File: src/rtl/stc_pkg.sv
package stc_pkg;
  typedef enum logic [2:0] {
    ST_IDLE,
    ST_ADV,
    ST_REQ,
    ST_WAIT,
    ST_DONE
  } stc_state_e;

  localparam logic [1:0] SPC_200 = 2'd0;
  localparam logic [1:0] SPC_100 = 2'd1;

  localparam logic [1:0] BND_WIDE_EU = 2'd0;
  localparam logic [1:0] BND_NARROW  = 2'd2;

  localparam int SPAN_W = 11;
endpackage

File: src/rtl/stc_band_calc.sv
module stc_band_calc
  import stc_pkg::*;
#(
  parameter int CHAN_W = 10,
  parameter int FREQ_W = 19
) (
  input  logic [1:0]        band_sel,
  input  logic [1:0]        spacing_sel,
  output logic [FREQ_W-1:0] bottom_khz,
  output logic [7:0]        step_khz,
  output logic [CHAN_W-1:0] top_chan
);
  // band width counted in 50 kHz units
  logic [SPAN_W-1:0] span50;

  always_comb begin
    case (band_sel)
      BND_WIDE_EU: begin bottom_khz = FREQ_W'(87500); span50 = SPAN_W'(410); end
      BND_NARROW:  begin bottom_khz = FREQ_W'(76000); span50 = SPAN_W'(280); end
      default:     begin bottom_khz = FREQ_W'(76000); span50 = SPAN_W'(640); end
    endcase
  end

  always_comb begin
    case (spacing_sel)
      SPC_200: begin step_khz = 8'd200; top_chan = CHAN_W'(span50 >> 2); end
      SPC_100: begin step_khz = 8'd100; top_chan = CHAN_W'(span50 >> 1); end
      default: begin step_khz = 8'd50;  top_chan = CHAN_W'(span50);      end
    endcase
  end
endmodule

File: src/rtl/stc_qualify.sv
module stc_qualify #(
  parameter int RSSI_W = 8,
  parameter int SNR_W  = 4,
  parameter int IMP_W  = 4
) (
  input  logic [RSSI_W-1:0] rssi,
  input  logic [SNR_W-1:0]  snr,
  input  logic [IMP_W-1:0]  imp,
  input  logic [RSSI_W-1:0] rssi_min,
  input  logic [SNR_W-1:0]  snr_min,
  input  logic [IMP_W-1:0]  imp_max,
  output logic              pass
);
  logic rssi_ok, snr_ok, imp_ok;

  always_comb begin
    rssi_ok = (rssi >= rssi_min);
    snr_ok  = (snr_min == '0) || (snr >= snr_min);
    imp_ok  = (imp_max == '0) || (imp <= imp_max);
    pass    = rssi_ok && snr_ok && imp_ok;
  end
endmodule

File: src/rtl/stc_freq.sv
module stc_freq #(
  parameter int CHAN_W = 10,
  parameter int FREQ_W = 19
) (
  input  logic [CHAN_W-1:0] chan,
  input  logic [FREQ_W-1:0] bottom_khz,
  input  logic [7:0]        step_khz,
  output logic [FREQ_W-1:0] freq_khz
);
  logic [FREQ_W-1:0] offset;

  always_comb begin
    offset   = FREQ_W'(chan) * FREQ_W'(step_khz);
    freq_khz = bottom_khz + offset;
  end
endmodule

File: src/rtl/seek_tune_ctrl.sv
module seek_tune_ctrl
  import stc_pkg::*;
#(
  parameter int CHAN_W = 10,
  parameter int RSSI_W = 8,
  parameter int SNR_W  = 4,
  parameter int IMP_W  = 4,
  parameter int FREQ_W = 19
) (
  input  logic              clk,
  input  logic              rst_n,
  input  logic              tune_req,
  input  logic              seek_req,
  input  logic              seek_up,
  input  logic              seek_stop,
  input  logic [1:0]        spacing_sel,
  input  logic [1:0]        band_sel,
  input  logic [CHAN_W-1:0] chan_in,
  input  logic [RSSI_W-1:0] rssi_thresh,
  input  logic [SNR_W-1:0]  snr_thresh,
  input  logic [IMP_W-1:0]  imp_thresh,
  output logic              meas_req_valid,
  input  logic              meas_req_ready,
  output logic [CHAN_W-1:0] meas_chan,
  input  logic              meas_rsp_valid,
  output logic              meas_rsp_ready,
  input  logic [RSSI_W-1:0] meas_rssi,
  input  logic [SNR_W-1:0]  meas_snr,
  input  logic [IMP_W-1:0]  meas_imp,
  output logic              done,
  output logic              fail,
  output logic [CHAN_W-1:0] cur_chan,
  output logic [RSSI_W-1:0] rssi_last,
  output logic [FREQ_W-1:0] freq_khz
);
  stc_state_e        state;
  logic              op_seek;
  logic [CHAN_W-1:0] chan_q, start_q;
  logic [RSSI_W-1:0] rssi_q;
  logic              done_q, fail_q;

  logic [FREQ_W-1:0] bottom_khz;
  logic [7:0]        step_khz;
  logic [CHAN_W-1:0] top_chan;
  logic              station_ok;
  logic              at_edge;
  logic [CHAN_W-1:0] next_chan;

  stc_band_calc #(.CHAN_W(CHAN_W), .FREQ_W(FREQ_W)) u_band (
    .band_sel    (band_sel),
    .spacing_sel (spacing_sel),
    .bottom_khz  (bottom_khz),
    .step_khz    (step_khz),
    .top_chan    (top_chan)
  );

  stc_qualify #(.RSSI_W(RSSI_W), .SNR_W(SNR_W), .IMP_W(IMP_W)) u_qual (
    .rssi     (meas_rssi),
    .snr      (meas_snr),
    .imp      (meas_imp),
    .rssi_min (rssi_thresh),
    .snr_min  (snr_thresh),
    .imp_max  (imp_thresh),
    .pass     (station_ok)
  );

  stc_freq #(.CHAN_W(CHAN_W), .FREQ_W(FREQ_W)) u_freq (
    .chan       (chan_q),
    .bottom_khz (bottom_khz),
    .step_khz   (step_khz),
    .freq_khz   (freq_khz)
  );

  // one seek step: neighbour channel and whether a band edge blocks it
  always_comb begin
    if (seek_up) begin
      at_edge   = (chan_q >= top_chan);
      next_chan = at_edge ? '0 : chan_q + 1'b1;
    end else begin
      at_edge   = (chan_q == '0);
      next_chan = at_edge ? top_chan : chan_q - 1'b1;
    end
  end

  always_ff @(posedge clk or negedge rst_n) begin
    if (!rst_n) begin
      state   <= ST_IDLE;
      op_seek <= 1'b0;
      chan_q  <= '0;
      start_q <= '0;
      rssi_q  <= '0;
      done_q  <= 1'b0;
      fail_q  <= 1'b0;
    end else begin
      case (state)
        ST_IDLE: begin
          if (tune_req) begin
            op_seek <= 1'b0;
            chan_q  <= chan_in;
            state   <= ST_REQ;
          end else if (seek_req) begin
            op_seek <= 1'b1;
            if (chan_q > top_chan) begin
              chan_q  <= top_chan;
              start_q <= top_chan;
            end else begin
              start_q <= chan_q;
            end
            state <= ST_ADV;
          end
        end
        ST_ADV: begin
          if (seek_stop && at_edge) begin
            fail_q <= 1'b1;
            done_q <= 1'b1;
            state  <= ST_DONE;
          end else if (!seek_stop && next_chan == start_q) begin
            chan_q <= start_q;
            fail_q <= 1'b1;
            done_q <= 1'b1;
            state  <= ST_DONE;
          end else begin
            chan_q <= next_chan;
            state  <= ST_REQ;
          end
        end
        ST_REQ: begin
          if (meas_req_ready) state <= ST_WAIT;
        end
        ST_WAIT: begin
          if (meas_rsp_valid) begin
            rssi_q <= meas_rssi;
            if (!op_seek || station_ok) begin
              done_q <= 1'b1;
              state  <= ST_DONE;
            end else begin
              state <= ST_ADV;
            end
          end
        end
        ST_DONE: begin
          if (!tune_req && !seek_req) begin
            done_q <= 1'b0;
            fail_q <= 1'b0;
            state  <= ST_IDLE;
          end
        end
        default: state <= ST_IDLE;
      endcase
    end
  end

  assign meas_req_valid = (state == ST_REQ);
  assign meas_rsp_ready = (state == ST_WAIT);
  assign meas_chan      = chan_q;
  assign cur_chan       = chan_q;
  assign rssi_last      = rssi_q;
  assign done           = done_q;
  assign fail           = fail_q;

  // request stays up with a stable channel until taken
  assert_req_hold_R11: assert property (@(posedge clk) disable iff (!rst_n)
    meas_req_valid && !meas_req_ready |=> meas_req_valid && $stable(meas_chan));

  assert_no_overlap_R11: assert property (@(posedge clk) disable iff (!rst_n)
    !(meas_req_valid && meas_rsp_ready));

  assert_done_hold_R2: assert property (@(posedge clk) disable iff (!rst_n)
    done && (tune_req || seek_req) |=> done);

  assert_done_clear_R2: assert property (@(posedge clk) disable iff (!rst_n)
    done && !tune_req && !seek_req |=> !done && !fail);

  assert_seek_range_R4: assert property (@(posedge clk) disable iff (!rst_n)
    meas_req_valid && op_seek && $stable(band_sel) && $stable(spacing_sel)
      |-> meas_chan <= top_chan);

  assert_wrap_return_R8: assert property (@(posedge clk) disable iff (!rst_n)
    $rose(done) && fail && op_seek && !seek_stop |-> cur_chan == start_q);
endmodule

File: config.mk
export PLATFORM = sky130hd
export DESIGN_NAME = seek_tune_ctrl
export DESIGN_NICKNAME = d
export VERILOG_FILES = /design/src/rtl/stc_pkg.sv /design/src/rtl/stc_band_calc.sv /design/src/rtl/stc_qualify.sv /design/src/rtl/stc_freq.sv /design/src/rtl/seek_tune_ctrl.sv
export SDC_FILE = /design/constraint.sdc
export NUM_CORES = 1
export LEC_CHECK = 0
export ABC_AREA = 1
export BUFFER_PORTS_ARGS = -buffer_cell sky130_fd_sc_hd__buf_4
export CAP_MARGIN = 10
export CORE_ASPECT_RATIO = 2
export CORE_MARGIN = 2
export CORE_UTILIZATION = 25
export CTS_CLUSTER_DIAMETER = 120
export DETAILED_ROUTE_END_ITERATION = 8
export GPL_ROUTABILITY_DRIVEN = 0
export PLACE_DENSITY = 0.41
export SLEW_MARGIN = 15
export SYNTH_ARGS = -nofsm -noshare
export SYNTH_HDL_FRONTEND = slang
export SYNTH_SLANG_ARGS = --single-unit
File: constraint.sdc
create_clock -name clk -period 4.79 [get_ports clk]
set_input_delay 0 -clock clk [delete_from_list [all_inputs] [get_ports clk]]
set_output_delay 0 -clock clk [all_outputs]
set_load 0.05 [all_outputs]
==> out/summary.md, run 1 <==
The count of standard-cell rows is 79, and the number of enable flip-flop cells after synthesis is 0. Once the floorplan was initialized, standard cells occupied 25.5% of the core. Dividing the detail-routed via count by the number of cells gives 4.55. The tools report the worst setup path startpoint as cur_chan[3]$_DFFE_PN0P_. Clock skew on the completed layout was measured at 0.00512 ns.

In the final routed layout, each cell accounts on average for 16.2 um. STA classifies the critical path endpoint as an output port. Counting distinct cell types in the post-synthesis netlist gives 45. The top fanout value on the critical path came out at 5. After clock tree synthesis, the clock-pin slew on the worst setup and hold paths is 0.06 ns. The growth of design area from synthesis to finish is 29.6%. Counting cells, the worst reg-to-reg path comes to 15.

For this block, the initial DRC count from the detailed router was 206. Data on the critical path arrives at its endpoint at 4.62 ns. The buffer cell driving the clock tree root is clkbuf_16.

The number of nets in the layout is 1,139. The HPWL after detailed placement is 17.4 mm. The worst setup path is launched from a flop. The count of nets left with antenna violations once routing finished came out at 0. The logs give 0.217 GHz for the maximum clock frequency and 0.00592 mm2 for the post-synthesis instance area. Setup repair after global routing could not meet its margin everywhere. The measured slew at the worst slew-check pin is 0.638 ns.

For the worst slew slack as a fraction of its limit, the log shows 57.4%. Critical register-to-register path endpoint: cur_chan[0]$_DFFE_PN0P_. CTS saw 34 sinks.

The cell with the most instances after synthesis is nand2_1. After detailed routing, the total wire length is 20.1 mm. The number of nets handed over by synthesis was 1,011. The run finished with clean final reports. For the number of slew-limit violations in the final report, the log shows 0. The startpoint identified for the worst register-to-register timing path is cur_chan[7]$_DFFE_PN0P_. In this run the standard cell core region covers 0.0232 mm2. The total of flip-flops plus latches after synthesis came out at 34. The async set or reset register ratio after synthesis works out to 100%. In the synthesized netlist, the cells that appear most often are nand2_1, inv_1, ha_1, nor2_1, fa_1. For this run the aggregate overflow at the end of global routing stands at 0. The biggest area contributor in the post-synthesis netlist is fa_1.

The cell count after synthesis is 834, and the latest clock arrival within the worst-skew pair is 0.30 ns. Ranked by total cell area, the synthesized netlist is headed by fa_1, ha_1, dfrtp_1, nand2_1, inv_1. The wire length of the first global-routing pass was 31.0 mm; the flop-to-flop setup slack was 1.51 ns. The critical path data required time was 4.79 ns; the maximum number of pins on one net before global-route repair was 35. Counting along the longest clock path gives a buffer depth of 2. The tools report the diode insertion count for antenna repair as 0. The die is 222 um tall.

The first detailed-routing pass took 4 iterations. The horizontal extent of the die came out at 113 um. By startpoint and endpoint, the worst setup path is classified as flop to output port.

The tools report the number of buffers created by CTS as 5. The sequential share of the synthesized area is 14.4%, and the hold violation total from the final report is 0. TritonCTS built the clock tree. The timing endpoint of the critical path is freq_khz[17]. The post-route core utilization came out at 33.0%.

For the total routing resource utilization after global routing, the log shows 16.1%. The area of the die was 0.0250 mm2; the synthesized area per cell was 7.10 um2. The logs give 0 for the number of antenna violations at the first check in global routing and 0 for the number of setup violations in the final report. The routed layout has 5,668 vias. After layout, the worst path uses 96.4% of the clock period. Detailed-route DRC error count: 0. The H-tree was split into 2 levels. The via count of the first global-routing pass came out at 5,965. The tightest min-delay check is of the input port to flop type. Top flip-flop cell by instance count after synthesis: dfrtp_1.

The tools report the synthesis warning total as 0. Across the run, the number of max-cap violations was 0. Cells with a size suffix above 1 make up 24.8% of the layout. The number of buffers inserted by port buffering was 103; the proportion of netlist area held by the largest area contributor was 16.6%.

For the finished layout, the period the worst path requires is 4.62 ns. For this design the top-level I/O count stands at 105.
-- cells in the final DEF (no fill, tap or decap), types with 2 or more instances in the layout --
cell type | synthesis | final
o21a_1 | 2 | 2
o21ai_0 | 47 | 46
xor2_2 | 0 | 2
dfrtp_1 | 34 | 27
o211ai_1 | 4 | 4
nand2_4 | 0 | 3
nand3_2 | 2 | 2
nor2_1 | 74 | 67
ha_4 | 0 | 7
dlygate4sd3_1 | 0 | 9
xor2_1 | 15 | 13
nand3_1 | 32 | 32
mux2_2 | 7 | 7
nor2_4 | 2 | 5
a21oi_1 | 21 | 15
nor3_1 | 3 | 2
dfrtp_2 | 0 | 7
a31oi_1 | 14 | 13
inv_1 | 157 | 151
o21ai_1 | 6 | 6
nand4_1 | 8 | 8
clkinv_1 | 2 | 2
nor3_4 | 1 | 2
buf_4 | 14 | 138
inv_2 | 12 | 15
fa_1 | 49 | 48
buf_6 | 3 | 6
clkinv_2 | 2 | 4
nand2_2 | 4 | 7
o21bai_1 | 11 | 11
nand2_1 | 195 | 189
xnor2_1 | 5 | 4
clkbuf_16 | 0 | 5
a21oi_2 | 1 | 5
nor2_2 | 4 | 8
a21oi_4 | 0 | 2
ha_1 | 74 | 66
inv_4 | 1 | 4
-- logic make-up (layout without fill, tap and decap cells) --
group | count (synthesis) | after routing | share of synthesized area [%]
XOR/XNOR | 20 | 20 | 2.96
adder cells (fa/ha/maj) | 123 | 123 | 32.2
flip-flops | 34 | 34 | 14.4
AND/OR/NAND/NOR | 327 | 327 | 23.1
AO/OA/AOI/OAI | 114 | 114 | 11.2
multiplexers | 7 | 7 | 1.33
other | 1 | 1 | 0.0634
buffers and inverters | 208 | 336 | 14.7
-- through the flow --
stage	std cells	setup WS, ns	cell area [um2]	hold slack, ns	setup TNS (ns)
2_1_floorplan	834	-0.0185	6000	-0.296	-0.0337
6_report	1245	0.173	7670	0.0129	0
3_5_place_dp	1217	0.0677	7130	0.0255	0
3_3_place_gp	1217	0.127	7130	0.0219	0
5_1_grt	1245	-0.0175	7670	0.0858	-0.0244
4_1_cts	1235	0.00236	7470	0.0120	0
-- sequential cells by signal, summed over array words and instances (netlist names) --
name,cells
cur_chan,10
start_q,10
rssi_last,8
state,3
done,1
fail,1
op_seek,1
-- worst min-delay path by stage --
stage | startpoint | endpoint | cells after the start
after floorplan | rst_n | cur_chan[0]$_DFFE_PN0P_ | 0
final | meas_rsp_valid | state[0]$_DFFE_PN0P_ | 4
after global placement | rst_n | done$_DFFE_PN0P_ | 1
after global routing | meas_rsp_valid | state[0]$_DFFE_PN0P_ | 4
after CTS | meas_rsp_valid | state[0]$_DFFE_PN0P_ | 4
after detailed placement | rst_n | cur_chan[1]$_DFFE_PN0P_ | 1
-- repair_timing --
action,4_1_cts,5_1_grt
hold buffers,9,0
endpoints found under the setup margin,3,5
resized for setup,17,35
pin swaps,4,33
hold endpoints to repair,42,0
setup buffers,2,10
-- worst max-delay path: stages (launching register included) --
cell and delay, ns:
dfrtp_2 0.45, nand2_1 0.13, inv_1 0.07, fa_1 0.47, inv_1 0.05, fa_1 0.47
inv_1 0.05, fa_1 0.46, fa_1 0.53, ha_4 0.29, inv_2 0.04, buf_4 0.13
nor3_4 0.14, nand3_1 0.11, o2111ai_2 0.11, nand3_1 0.13, nand2_2 0.11, a21oi_2 0.06
o21ai_2 0.18, xor2_2 0.16, buf_6 0.17
-- metal layers --
| metal | share of wire (%) | up-vias | GRT usage, % |
|---|---|---|---|
| met4 | 3.2 | 0 | 6.10 |
| met1 | 31 | 2671 | 13.0 |
| met2 | 64 | 122 | 36.5 |
| met3 | 2.5 | 27 | 1.28 |
| li1 | - | 2848 | - |
| met5 | 0 | - | 0 |
-- cell type report --
type / instances / area, um2
fillers: 2536 / 15600
multi-input cells: 592 / 4440
repair buffers: 154 / 1210
flip-flops and latches: 34 / 860
inverters: 175 / 674
well taps: 283 / 354
clock buffers: 5 / 125
clock inverters: 2 / 10.0
Power of run 1 is left out: the tool's default activity adds up to more than one toggle a clock period on the data nets, which glitch-free logic cannot reach.
==> run 2: changes to the inputs <==
CORE_ASPECT_RATIO = 1.2   (was 2)
==> out/summary.md, run 2 (synthesized netlist as in run 1, its figures left out) <==
The flow ran to the end, but the final reports show violations. The checks that failed: negative hold slack. The logs give 180 for the iteration-0 DRC count of the detailed router and 2 for the count of H-tree levels built during CTS. The tightest hold margin is -0.00208 ns.

Family of cells with the greatest summed delay on the critical path: adder cells. For the number of slew-limit violations in the final report, the log shows 0. The via count of the first global-routing pass is 5,643. The die is 144 um wide. After layout, the worst path uses 96.5% of the clock period.

The worst register-to-register path ends at done$_DFFE_PN0P_. TritonCTS built the clock tree. The smallest setup slack after layout came out at 0.169 ns. The data arrival time of the worst path came out at 4.62 ns. The number of buffers and inverters on the critical path is 3.

STA classifies the critical path endpoint as an output port. Growth of design area from synthesis to finish: 29.0%. Once detailed placement completed, the half-perimeter wirelength came to 15.2 mm. The tools report the TritonCTS sink count as 34. The critical path goes through nand2_4, nor2_4, inv_1, fa_1, inv_1, fa_1, fa_1, fa_1, ha_4, nand2_1, nor2_2, nand3_1, o2111ai_2, nand3_1, nand2_2, a21oi_2, o21ai_2, xor2_2, buf_6. Summing all multi-input logic gate instances after layout gives 0.00445 mm2. The wire length per cell after detailed routing works out to 14.0 um.

Once placement finished, the instance area stood at 0.00711 mm2. The worst pin sits at a relative slew slack of 55.1%. Critical path class: flop to output port. At the pin with the least slew margin, the transition time is 0.671 ns.

Once detail routing completed, the nets flagged for antenna violations numbered 0. The number of buffers inserted by port buffering is 103. Area of the die: 0.0249 mm2. The clock transition at the registers of the reported paths was 0.06 ns; the number of setup violations in the final report was 0. Total routing resource utilization after global routing: 14.4%.

The tools report the critical path launch point type as a flop. At the placement stage, the worst setup path has a slack of 0.0535 ns. The repair_antennas step left the layout with diodes totalling 0. Data on the critical path is required at its endpoint by 4.79 ns.

The logs give 25.5% for the starting density of the core and 860 um2 for the area taken by flip-flops and latches. The cell depth of the worst flop-to-flop path is 19. The tree is rooted in a clkbuf_16. Summed over all layers, the global routing overflow is 0. The first global-routing pass estimated 28.6 mm of wire. The top fanout value on the critical path came out at 5. The total core area is 0.0232 mm2. The maximum number of pins on one net before global-route repair is 35, and the number of vias per cell after detailed routing is 4.24.

For this run, design rule violations remaining after detail routing come to 0. The delay contributed by the slowest stage of the critical path came out at 0.56 ns. Startpoint of the worst-slack reg-to-reg timing path: cur_chan[7]$_DFFE_PN0P_. The total via count in the routed design is 5,356. The first TritonRoute pass finished after 4 iterations. The cell count along the critical path is 19. Of the cells placed in the final design, the portion with a size suffix greater than 1 is 24.1%. The tools report the timing endpoint of the critical path as freq_khz[17]. The master of the slowest instance on the critical path is fa_1.

For the worst-skew pair, the clock arrives at the later sink with an insertion delay of 0.29 ns. The routed design has 17.7 mm of wire. The run gives 5 as the number of buffers created by CTS. The leading cell type in the layout, fill and taps excluded is nand2_1.

After filler insertion, the fill cell instance count of the layout stands at 2,600. The final layout contains 1,124 nets. Startpoint of the worst hold path: meas_rsp_valid.

After routing the design area is 0.00763 mm2. Counting stages on the worst path, the most repeated cell is fa_1. The max-cap check violation count was 0. The number of antenna violations at the first check in global routing was 0; the maximum clock frequency was 0.216 GHz.

The boundary pin count is 105, and the post-layout minimum cycle time is 4.62 ns. In the layout the commonest cells are nand2_1, inv_1, buf_4. The floorplan has 61 rows.

The clock passes through at most 2 buffers. The worst setup path startpoint is cur_chan[4]$_DFFE_PN0P_. The setup clock skew after layout came out at 0.00679 ns. In this run the vertical extent of the chip is 173 um. The setup check on the worst reg-to-reg path leaves a slack of 1.79 ns. The hold violation total from the final report came out at 1. The worst hold path belongs to the class input port to flop.
run 2: cell count changes in the layout (fill, tap and decap cells not counted), sizes merged:
cell         before  now
buf             145  131
bufinv            0    1
dlygate4sd3       9    8
run 2: how the worst min path moves through the flow:
stage / cells past startpoint / end / slack, ns
floorplan: 0 / cur_chan[0]$_DFFE_PN0P_ / -0.30
global placement: 1 / start_q[0]$_DFFE_PN0P_ / 0.02
detailed placement: 1 / start_q[2]$_DFFE_PN0P_ / 0.02
CTS: 4 / state[0]$_DFFE_PN0P_ / 0.004
global route: 4 / state[0]$_DFFE_PN0P_ / 0.02
finish: 4 / state[0]$_DFFE_PN0P_ / -0.002
run 2: layout make-up:
class                   count  share of cell area (%)
multi-input cells         592                    58.3
repair buffers            139                    14.3
flip-flops and latches     34                    11.3
inverters                 175                    8.80
well taps                 315                    5.16
clock buffers               5                    1.64
clock inverters             3                   0.525
run 2: what timing repair did:
item	in CTS	in global routing
setup buffers	2	4
hold buffers	8	0
resized for setup	11	44
pin swaps	5	23
hold endpoints to repair	41	0
setup endpoints to repair	2	4
run 2: per-layer routing:
layer | vias to the layer above | global-route usage [%] | share of wire [%]
met2 | 102 | 27.2 | 53
met3 | 10 | 1.88 | 3.6
met1 | 2427 | 17.3 | 43
li1 | 2817 | - | -
met5 | - | 0 | 0
met4 | 0 | 2.71 | 1.3
run 2: per-stage QoR:
step | util (%) | setup TNS [ns] | instances
finish | 32.9 | 0 | 1263
global route | 32.9 | -0.00242 | 1263
CTS | 32.0 | -0.0144 | 1259
detailed placement | 30.6 | 0 | 1241
global placement | 30.6 | 0 | 1241
floorplan | - | -0.0337 | 834
run 2: tightest hold or removal path, cell delays in order:
cell     delay (ns)
buf_4          0.08
inv_1          0.03
nand2_1        0.08
nand2_1        0.06
Power of run 2 is left out for the same reason.
